`src/rtl/enc_sel_pkg.sv`:
```
`timescale 1ns/1ps
// Shared constants and helpers for the encoding selector.
// Assumes vendor identifiers are 32 bits wide and XLEN >= 32.
package enc_sel_pkg;
    localparam logic [11:0] CSR_ID_VENDOR = 12'hF11;
    localparam logic [11:0] CSR_ID_ARCH   = 12'hF12;
    localparam logic [11:0] CSR_VEC_M     = 12'h305;
    localparam logic [11:0] CSR_VEC_S     = 12'h105;

    // Vendor identity of supported pair idx: two pairs share each vendor value.
    function automatic logic [31:0] vendor_of(input logic [31:0] base, input int unsigned idx);
        return base + 32'(idx >> 1);
    endfunction
endpackage

```
`src/rtl/enc_pair_match.sv`:
```
`timescale 1ns/1ps
// Pair lookup: compares a candidate (vendor, arch) against every supported
// pair and returns hit/index. It also returns the IDs of the active index.
// Assumes the supported identities are unique, so at most one entry matches.
module enc_pair_match
    import enc_sel_pkg::*;
#(
    parameter int unsigned       NUM_PAIRS   = 4,
    parameter int unsigned       XLEN        = 32,
    parameter int unsigned       IDX_W       = 2,
    parameter logic [31:0]       VENDOR_BASE = 32'h0000_0A5C,
    parameter logic [XLEN-1:0]   ARCH_BASE   = XLEN'('hE100)
) (
    input  logic [31:0]      cand_vendor,
    input  logic [XLEN-1:0]  cand_arch,
    output logic             cand_hit,
    output logic [IDX_W-1:0] cand_idx,
    input  logic [IDX_W-1:0] act_idx,
    output logic [31:0]      act_vendor,
    output logic [XLEN-1:0]  act_arch
);
    // Architecture identity of supported pair i.
    function automatic logic [XLEN-1:0] arch_id(input int unsigned i);
        return ARCH_BASE + XLEN'(i);
    endfunction

    logic [NUM_PAIRS-1:0] hit_vec;

    // One comparator per supported pair.
    for (genvar g = 0; g < NUM_PAIRS; g++) begin : g_cmp
        assign hit_vec[g] = (cand_vendor == vendor_of(VENDOR_BASE, g))
                         && (cand_arch == arch_id(g));
    end

    // Encode the matching entry into an index.
    always_comb begin
        cand_hit = |hit_vec;
        cand_idx = '0;
        for (int unsigned i = 0; i < NUM_PAIRS; i++) begin
            if (hit_vec[i]) begin
                cand_idx = IDX_W'(i);
            end
        end
    end

    // Produce the identity of the active entry for CSR reads.
    always_comb begin
        act_vendor = vendor_of(VENDOR_BASE, 0);
        act_arch   = arch_id(0);
        for (int unsigned i = 0; i < NUM_PAIRS; i++) begin
            if (act_idx == IDX_W'(i)) begin
                act_vendor = vendor_of(VENDOR_BASE, i);
                act_arch   = arch_id(i);
            end
        end
    end
endmodule

```
`src/rtl/enc_switch_ctrl.sv`:
```
`timescale 1ns/1ps
// Switch controller: holds the staged vendor value, the active pair index and
// a pending switch. A switch waits for the pipeline to drain. A trap in the
// write cycle or while pending aborts it, so traps always see the old pair.
// Assumes match_hit/match_idx describe (staged_vendor, csr write data).
module enc_switch_ctrl #(
    parameter int unsigned NUM_PAIRS   = 4,
    parameter int unsigned IDX_W       = 2,
    parameter logic [31:0] VENDOR_BASE = 32'h0000_0A5C
) (
    input  logic             clk,
    input  logic             rst_n,
    input  logic             vendor_we,
    input  logic [31:0]      vendor_wdata,
    input  logic             arch_we,
    input  logic             match_hit,
    input  logic [IDX_W-1:0] match_idx,
    input  logic             trap_req,
    input  logic             drain_empty,
    output logic [31:0]      staged_vendor,
    output logic [IDX_W-1:0] active_idx,
    output logic             pending
);
    logic [IDX_W-1:0] target_idx;
    logic             start_sw;
    logic             commit_sw;
    logic             abort_sw;

    // Decide this cycle's switch events.
    always_comb begin
        start_sw  = !pending && arch_we && match_hit
                 && (match_idx != active_idx) && !trap_req;
        abort_sw  = pending && trap_req;
        commit_sw = pending && !trap_req && drain_empty;
    end

    // Staged vendor value: only written while no switch is pending.
    always_ff @(posedge clk) begin
        if (!rst_n) begin
            staged_vendor <= VENDOR_BASE;
        end else if (vendor_we && !pending) begin
            staged_vendor <= vendor_wdata;
        end
    end

    // Pending flag and the target it carries.
    always_ff @(posedge clk) begin
        if (!rst_n) begin
            pending    <= 1'b0;
            target_idx <= '0;
        end else if (start_sw) begin
            pending    <= 1'b1;
            target_idx <= match_idx;
        end else if (abort_sw || commit_sw) begin
            pending    <= 1'b0;
        end
    end

    // Active pair: moves only on a commit edge.
    always_ff @(posedge clk) begin
        if (!rst_n) begin
            active_idx <= '0;
        end else if (commit_sw) begin
            active_idx <= target_idx;
        end
    end
endmodule

```
`src/rtl/enc_vec_table.sv`:
```
`timescale 1ns/1ps
// Per-pair trap vector storage: one machine and one supervisor base per pair.
// Only the entry at sel_idx is written or read. Assumes sel_idx < NUM_PAIRS.
module enc_vec_table #(
    parameter int unsigned NUM_PAIRS = 4,
    parameter int unsigned XLEN      = 32,
    parameter int unsigned IDX_W     = 2
) (
    input  logic             clk,
    input  logic             rst_n,
    input  logic [IDX_W-1:0] sel_idx,
    input  logic             m_we,
    input  logic             s_we,
    input  logic [XLEN-1:0]  wdata,
    output logic [XLEN-1:0]  m_rd,
    output logic [XLEN-1:0]  s_rd
);
    logic [XLEN-1:0] m_q [NUM_PAIRS];
    logic [XLEN-1:0] s_q [NUM_PAIRS];

    for (genvar g = 0; g < NUM_PAIRS; g++) begin : g_ent
        // Machine base of entry g.
        always_ff @(posedge clk) begin
            if (!rst_n) begin
                m_q[g] <= '0;
            end else if (m_we && (sel_idx == IDX_W'(g))) begin
                m_q[g] <= wdata;
            end
        end
        // Supervisor base of entry g.
        always_ff @(posedge clk) begin
            if (!rst_n) begin
                s_q[g] <= '0;
            end else if (s_we && (sel_idx == IDX_W'(g))) begin
                s_q[g] <= wdata;
            end
        end
    end

    // Read out the selected entry, guarded for non-power-of-two counts.
    always_comb begin
        m_rd = '0;
        s_rd = '0;
        for (int unsigned i = 0; i < NUM_PAIRS; i++) begin
            if (sel_idx == IDX_W'(i)) begin
                m_rd = m_q[i];
                s_rd = s_q[i];
            end
        end
    end
endmodule

```
`src/rtl/enc_select_unit.sv`:
```
`timescale 1ns/1ps
// Top: writable identifier pair selecting one decoder, with per-pair trap
// vector tables and a drained, atomic switch. Decoder enable and vector set
// derive from the same index register, so they change on one edge.
// Assumes a single CSR access per cycle and 32 <= XLEN <= 64.
module enc_select_unit
    import enc_sel_pkg::*;
#(
    parameter int unsigned     NUM_PAIRS   = 4,
    parameter int unsigned     XLEN        = 32,
    parameter logic [31:0]     VENDOR_BASE = 32'h0000_0A5C,
    parameter logic [XLEN-1:0] ARCH_BASE   = XLEN'('hE100)
) (
    input  logic                 clk,
    input  logic                 rst_n,
    input  logic                 csr_we,
    input  logic [11:0]          csr_addr,
    input  logic [XLEN-1:0]      csr_wdata,
    output logic [XLEN-1:0]      csr_rdata,
    input  logic                 trap_req,
    input  logic                 trap_to_s,
    input  logic                 drain_empty,
    output logic [NUM_PAIRS-1:0] dec_en,
    output logic [XLEN-1:0]      trap_vec_base,
    output logic                 stall_req
);
    localparam int unsigned IDX_W = (NUM_PAIRS > 1) ? $clog2(NUM_PAIRS) : 1;

    logic             vendor_we, arch_we, vec_m_we, vec_s_we;
    logic [31:0]      staged_vendor, act_vendor;
    logic [XLEN-1:0]  act_arch, vec_m, vec_s;
    logic             match_hit, pending;
    logic [IDX_W-1:0] match_idx, active_idx;

    // Decode CSR write strobes.
    always_comb begin
        vendor_we = csr_we && (csr_addr == CSR_ID_VENDOR);
        arch_we   = csr_we && (csr_addr == CSR_ID_ARCH);
        vec_m_we  = csr_we && (csr_addr == CSR_VEC_M);
        vec_s_we  = csr_we && (csr_addr == CSR_VEC_S);
    end

    enc_pair_match #(
        .NUM_PAIRS(NUM_PAIRS), .XLEN(XLEN), .IDX_W(IDX_W),
        .VENDOR_BASE(VENDOR_BASE), .ARCH_BASE(ARCH_BASE)
    ) u_match (
        .cand_vendor(staged_vendor),
        .cand_arch  (csr_wdata),
        .cand_hit   (match_hit),
        .cand_idx   (match_idx),
        .act_idx    (active_idx),
        .act_vendor (act_vendor),
        .act_arch   (act_arch)
    );

    enc_switch_ctrl #(
        .NUM_PAIRS(NUM_PAIRS), .IDX_W(IDX_W), .VENDOR_BASE(VENDOR_BASE)
    ) u_ctrl (
        .clk          (clk),
        .rst_n        (rst_n),
        .vendor_we    (vendor_we),
        .vendor_wdata (csr_wdata[31:0]),
        .arch_we      (arch_we),
        .match_hit    (match_hit),
        .match_idx    (match_idx),
        .trap_req     (trap_req),
        .drain_empty  (drain_empty),
        .staged_vendor(staged_vendor),
        .active_idx   (active_idx),
        .pending      (pending)
    );

    enc_vec_table #(
        .NUM_PAIRS(NUM_PAIRS), .XLEN(XLEN), .IDX_W(IDX_W)
    ) u_vec (
        .clk    (clk),
        .rst_n  (rst_n),
        .sel_idx(active_idx),
        .m_we   (vec_m_we),
        .s_we   (vec_s_we),
        .wdata  (csr_wdata),
        .m_rd   (vec_m),
        .s_rd   (vec_s)
    );

    // One enable line per decoder engine.
    for (genvar g = 0; g < NUM_PAIRS; g++) begin : g_en
        assign dec_en[g] = (active_idx == IDX_W'(g));
    end

    // CSR read multiplexer.
    always_comb begin
        case (csr_addr)
            CSR_ID_VENDOR: csr_rdata = XLEN'(act_vendor);
            CSR_ID_ARCH:   csr_rdata = act_arch;
            CSR_VEC_M:     csr_rdata = vec_m;
            CSR_VEC_S:     csr_rdata = vec_s;
            default:       csr_rdata = '0;
        endcase
    end

    // Trap vector for the requested privilege level and the stall request.
    always_comb begin
        trap_vec_base = trap_to_s ? vec_s : vec_m;
        stall_req     = pending;
    end
endmodule

```
`config.mk`:
```
export PLATFORM = sky130hd
export DESIGN_NAME = enc_select_unit
export DESIGN_NICKNAME = d
export VERILOG_FILES = /design/src/rtl/enc_sel_pkg.sv /design/src/rtl/enc_pair_match.sv /design/src/rtl/enc_switch_ctrl.sv /design/src/rtl/enc_vec_table.sv /design/src/rtl/enc_select_unit.sv
export SDC_FILE = /design/constraint.sdc
export NUM_CORES = 1
export LEC_CHECK = 0
export BUFFER_PORTS_ARGS = -buffer_cell sky130_fd_sc_hd__buf_2
export CAP_MARGIN = 30
export CORE_UTILIZATION = 35
export DETAILED_ROUTE_END_ITERATION = 8
export PLACE_DENSITY = 0.57
export SETUP_SLACK_MARGIN = 0.5
export SLEW_MARGIN = 20
export SYNTH_ARGS = -nofsm -noshare
export SYNTH_HDL_FRONTEND = slang
export SYNTH_HIERARCHICAL = 1
export SYNTH_SLANG_ARGS = --single-unit
```
`constraint.sdc`:
```
create_clock -name clk -period 6.2 [get_ports clk]
set_input_delay 0.62 -clock clk [delete_from_list [all_inputs] [get_ports clk]]
set_output_delay 0.62 -clock clk [all_outputs]
set_load 0.05 [all_outputs]
```
==> out/results.txt, run 1 <==
ys async rst share = 0
routed wire length = 43000 um
Setup WS pre-CTS = 2430 ps
gr usage total = 0.195
CTS Buffer Depth = 3
final core utilization = 0.400
WHS = 376 ps
H-tree depth = 1
Hold Crit Depth = 3
synthesis warning total = 6
r2r endpoint = u_vec/s_q[3][11]
cell taking the most area after synthesis = edfxtp_1
largest net degree at the start of global routing = 67
first-pass GRT wire length = 64400 um
die area = 43700 um^2
Post-CTS Setup Repair Bufs = 0
die width = 209 um
fin. max-slew vios = 0
Setup crit end kind = output pin
CTS Root Cell = clkbuf_16
commonest cells after routing, fill and taps aside = nor2_1, edfxtp_1, buf_2, nand2_1, nand3_1
core outline area = 42100 um^2
Tcrit/Tclk final = 0.636
Setup CP Type = flip-flop to output pin
startpoint class of the critical path = flip-flop
IO buf count = 118
cell area after layout = 16900 um^2
dpl hpwl = 27300 um
post-CTS resize count = 0
synth unique cells = 40
Worst Hold Endpoint = u_ctrl/staged_vendor[8]
row cnt = 75
Total Nets Final = 1364
DR iter-0 viols = 1259
final hold vios = 0
vias per cell = 5.48
grt ovf = 0
main flop type after synthesis = edfxtp_1
Switching Fraction = 0.235
Critical Path RT = 5580 ps
P_leak = 5.75 nW
worst min-delay path class = input port to flip-flop
slew margin rel. = 0.386
Post-Synthesis Cells = 1255
CTS tree = done
post-synthesis sequential area ratio = 0.562
top-area cell type share of the netlist area = 0.513
P_sw = 0.00101 W
Comb power frac = 0.081
I/O pin count = 119
die height = 209 um
Num CTS Buffers = 31
clock network power share = 0.406
worst slew pin tran = 921 ps
Seq pwr share = 0.513
Max FO, Critical Path = 54
DR WL/cell = 22.9 um
Worst Path Arrival = 3320 ps
Mapped Area = 15000 um^2
Placer Congestion = 0.754
Max-Cap Viols = 0
Vias = 10267
TritonRoute pass-1 iters = 5
Int Pwr = 0.00329 W
RSZ-0062 raised after global routing = no
leading cell type in the layout, fill and taps excluded = nor2_1
reg-to-reg slack, setup = 3480 ps
CTS Hold Buffers Added = 0
DRC Markers = 0
Post-synth EDFFs = 256
Setup TNS Final = 0 ps
register bit count reported by yosys = 293
P&R area growth vs syn = 12.4%
layout cells sized above 1 = 0.256
Finish-stage setup viols = 0
Reg2Reg Depth = 4
vias in the first global route = 10094
status = complete, no violations
Mean Syn Cell Area = 11.9 um^2
PD cells = 255 nW/um^2
CTS Sinks = 293
Antenna Nets Post-Route = 0
min Tclk post-route = 3940 ps
placed cell areas = 15900 um^2
synth top area cells = edfxtp_1, mux4_2, nor2_1
Clock Latency Late Sink = 560 ps
Fmax achieved = 0.254 GHz
final worst setup slack = 2260 ps
initial antenna violation count = 4
largest vdd supply drop = 0.199 mV
Starting Density = 0.356
Worst R2R Start = u_ctrl/active_idx[0]
clk_skew = 8.21 ps
Worst Min Path Start = csr_wdata[8]
Worst-path clk slew = 60 ps
synth_stat cells (3+ instances only):
cell,instances
nand2_1,102
buf_2,28
nor4b_1,4
nand4b_1,34
nor3_1,33
nand4_1,4
buf_6,5
nor2_1,259
nor4b_2,4
nand3_1,71
mux2_2,64
nand2b_1,4
clkbuf_1,65
and3_1,4
xnor2_1,3
buf_1,15
mux2i_1,4
buf_4,67
nor2b_1,6
edfxtp_1,256
dfxtp_1,37
a221o_1,32
nor4_2,3
mux4_2,64
a21boi_0,25
nor4_1,37
o21ai_0,8
layer usage:
layer  GRT usage  routed length [um]
met4      0.0390                 633
met5           0                  33
met2       0.306               19700
met3      0.0364                3300
met1       0.282               19300
worst max-delay path, cell delays in order, from the launching register on:
cell and delay (ps):
dfxtp_4 610, buf_4 770, mux4_2 460, mux2_2 330, a221o_1 340, buf_2 230
per-stage QoR:
stage / cells / power [W]
6_report: 1874 / 0.00429
5_1_grt: 1873 / 0.00441
4_1_cts: 1872 / 0.00432
3_5_place_dp: 1819 / 0.00259
3_3_place_gp: 1816 / 0.00258
2_1_floorplan: 1314 / 0.00248
how the worst max path moves through the flow:
stage / start / endpoint / slack (ps) / depth (start not counted)
floorplan: csr_addr[7] / u_vec/s_q[0][0] / 1210 / 9
global placement: csr_addr[7] / u_vec/s_q[1][13] / 2350 / 8
detailed placement: csr_addr[7] / u_vec/m_q[1][27] / 2430 / 8
CTS: u_ctrl/active_idx[1] / csr_rdata[26] / 2210 / 5
global route: u_ctrl/active_idx[0] / csr_rdata[29] / 2140 / 5
finish: u_ctrl/active_idx[1] / csr_rdata[26] / 2260 / 5
flip-flops by register name, summed over array words and instances, names as in the netlist:
name and flops:
u_ctrl/active_idx 2, u_ctrl/pending 1, u_ctrl/staged_vendor 32, u_vec/s_q 128, u_ctrl/target_idx 2, u_vec/m_q 128
power groups by stage:
stage | Sequential, W | Combinational [W] | Clock (W)
after CTS | 0.00220 | 0.000346 | 0.00177
final | 0.00220 | 0.000349 | 0.00174
after global placement | 0.00224 | 0.000337 | 0
after detailed placement | 0.00225 | 0.000344 | 0
after floorplan | 0.00224 | 0.000236 | 0
after global routing | 0.00221 | 0.000367 | 0.00184
layout make-up:
| cell class | count | area (um^2) |
|---|---|---|
| clock buffer | 37 | 798 |
| clock inverter | 16 | 130 |
| sequential | 293 | 8440 |
| fill | 4027 | 25300 |
| antenna | 1 | 2.50 |
| tap | 539 | 674 |
| multi-input combinational | 839 | 5910 |
| inverter | 2 | 7.51 |
| timing repair buffer | 147 | 903 |
cell families (layout without fill, tap and decap cells):
| family | after synthesis | count (layout) | synth area share |
|---|---|---|---|
| multiplexers | 132 | 132 | 0.147 |
| XOR/XNOR | 3 | 3 | 0.00175 |
| flip-flops | 293 | 293 | 0.562 |
| AND/OR/NAND/NOR | 575 | 575 | 0.182 |
| other | 2 | 62 | 0.000501 |
| buffers and inverters | 182 | 202 | 0.0672 |
| AO/OA/AOI/OAI | 68 | 68 | 0.0394 |
(Power assumes the default switching activity.)
==> run 2, diff against run 1 <==
Settings changed: PLACE_DENSITY 0.57 to 0.59.
Clock period 6.2 ns to 3.3 ns, I/O delays scaled along.
==> run 2 against run 1 <==
  * Total power grew 90%
  * Global-route usage up 0.30 points
  * Design area increased by 4.7%
  * Combinational power is 91% higher
  * Hold slack worse by 300 ps
  * Clock skew rose by 3.6 ps
  * Largest power group unchanged
==> out/results.txt, run 2 (synthesized netlist as in run 1, its figures left out) <==
met1 Use GR = 0.272
P&R area growth vs syn = 17.7%
die height = 209 um
CTS Root Cell = clkbuf_16
largest net degree at the start of global routing = 51
met2 Resource Use GR = 0.331
dpl hpwl = 27700 um
Max stage delay cell, worst path = mux4_2
H-tree depth = 1
Worst-path clk slew = 60 ps
Buf/Inv on CP = 4
Vias = 10435
grt ovf = 0
core outline area = 42100 um^2
min Tclk post-route = 2990 ps
Setup crit end kind = output pin
Max FO, Critical Path = 7
Fmax achieved = 0.335 GHz
P_leak = 6.11 nW
fin. max-slew vios = 0
Starting Density = 0.356
die width = 209 um
worst min-delay path class = input port to flip-flop
CTS Hold Buffers Added = 0
cell family with most CP delay = multiplexers
Critical Path RT = 2970 ps
Setup WS pre-CTS = 406 ps
routed wire length = 43400 um
Top Registers = u_vec/m_q x128, u_vec/s_q x128, u_ctrl/staged_vendor x32
CTS Buffer Depth = 3
initial antenna violation count = 2
final hold vios = 0
CP cell instances = buf_6, buf_12, buf_16, mux4_2, mux2_4, a221o_1, buf_6
vias in the first global route = 10262
slew margin rel. = 0.497
Setup CP Type = flip-flop to output pin
CP dominant cell by count = buf_6
Max-Cap Viols = 0
first-pass GRT wire length = 65300 um
Num CTS Buffers = 30
worst slew pin tran = 754 ps
Worst Path Arrival = 2660 ps
DR WL/cell = 22.6 um
Setup TNS Final = 0 ps
gr usage total = 0.198
startpoint class of the critical path = flip-flop
Top Usage Layer GRT = met2
TritonRoute pass-1 iters = 5
PD cells = 463 nW/um^2
layout cells sized above 1 = 0.283
vias per cell = 5.43
Tcrit/Tclk final = 0.905
final worst setup slack = 315 ps
Total Nets Final = 1406
Finish-stage setup viols = 0
met3 Use GR = 0.0340
CP max stage delay = 540 ps
clk_skew = 11.8 ps
CTS Sinks = 293
IO buf count = 118
I/O pin count = 119
Placer Congestion = 0.777
final core utilization = 0.419
die area = 43700 um^2
commonest cells after routing, fill and taps aside = nor2_1, edfxtp_1, nand2_1, buf_2, nand3_1
largest vdd supply drop = 0.342 mV
status = complete, no violations
RSZ-0062 raised after global routing = yes
Clock Latency Late Sink = 550 ps
leading cell type in the layout, fill and taps excluded = nor2_1
DRC Markers = 0
Antenna Nets Post-Route = 0
DR iter-0 viols = 1059
CTS tree = done
row cnt = 75
run 2: cell types whose count changed in the layout (fill, tap and decap cells not counted), moves of 2 or more:
cell	before	now
mux2_2	64	48
inv_1	2	0
mux2_4	0	16
nand2b_4	2	0
clkbuf_8	0	3
buf_4	25	61
buf_16	4	6
inv_4	0	2
buf_2	117	85
buf_6	0	26
buf_12	1	11
run 2: path summary, 6_finish.rpt:
check / cells after the start / end / startpoint / slack [ps]
worst min register to register: 2 / u_ctrl/staged_vendor[17] / u_ctrl/staged_vendor[17] / 450
worst max-delay path: 7 / csr_rdata[14] / u_ctrl/active_idx[0] / 310
worst min-delay path: 3 / u_ctrl/staged_vendor[2] / csr_wdata[2] / 80
worst max register to register: 7 / u_vec/m_q[0][11] / u_ctrl/active_idx[0] / 790
run 2: timing repair:
item / in CTS / in global routing
endpoints found under the setup margin: 62 / 33
gates resized for setup: 75 / 8
cloned: 4 / 1
endpoints found under the hold margin: 0 / 0
pin swaps: 3 / 4
buffers inserted: 16 / 4
run 2: area by class of cell:
| type | instances | area [um^2] |
|---|---|---|
| clock buffer | 41 | 843 |
| multi-input combinational | 839 | 5950 |
| antenna | 1 | 2.50 |
| sequential | 293 | 8440 |
| fill | 3919 | 24500 |
| inverter | 2 | 12.5 |
| clock inverter | 15 | 140 |
| timing repair buffer | 190 | 1590 |
| tap | 539 | 674 |
run 2: worst min-delay path: stages:
cell	delay [ps]
buf_2	130
nand2_1	60
nand3_1	70
run 2: power by group:
part / switching (W) / internal (W) / total [W]
Sequential: 0.0000257 / 0.00411 / 0.00414
Clock: 0.00141 / 0.00195 / 0.00336
Combinational: 0.000455 / 0.000213 / 0.000667
Total: 0.00189 / 0.00627 / 0.00817
run 2: routing by layer:
layer  vias up  part of all wire
li1       4728                 -
met1      5267              0.43
met2       388              0.48
met3        50             0.069
met4         2             0.012
met5         -           0.00030
run 2: per-stage QoR:
stage               cell area (um^2)  std cells  total power (W)  hold WS (ps)
finish                         17600       1920          0.00817          75.9
global route                   17600       1919          0.00841          91.7
CTS                            17600       1914          0.00823          64.2
detailed placement             16000       1838          0.00486           445
global placement               16000       1838          0.00486           441
floorplan                      15400       1314          0.00466           432
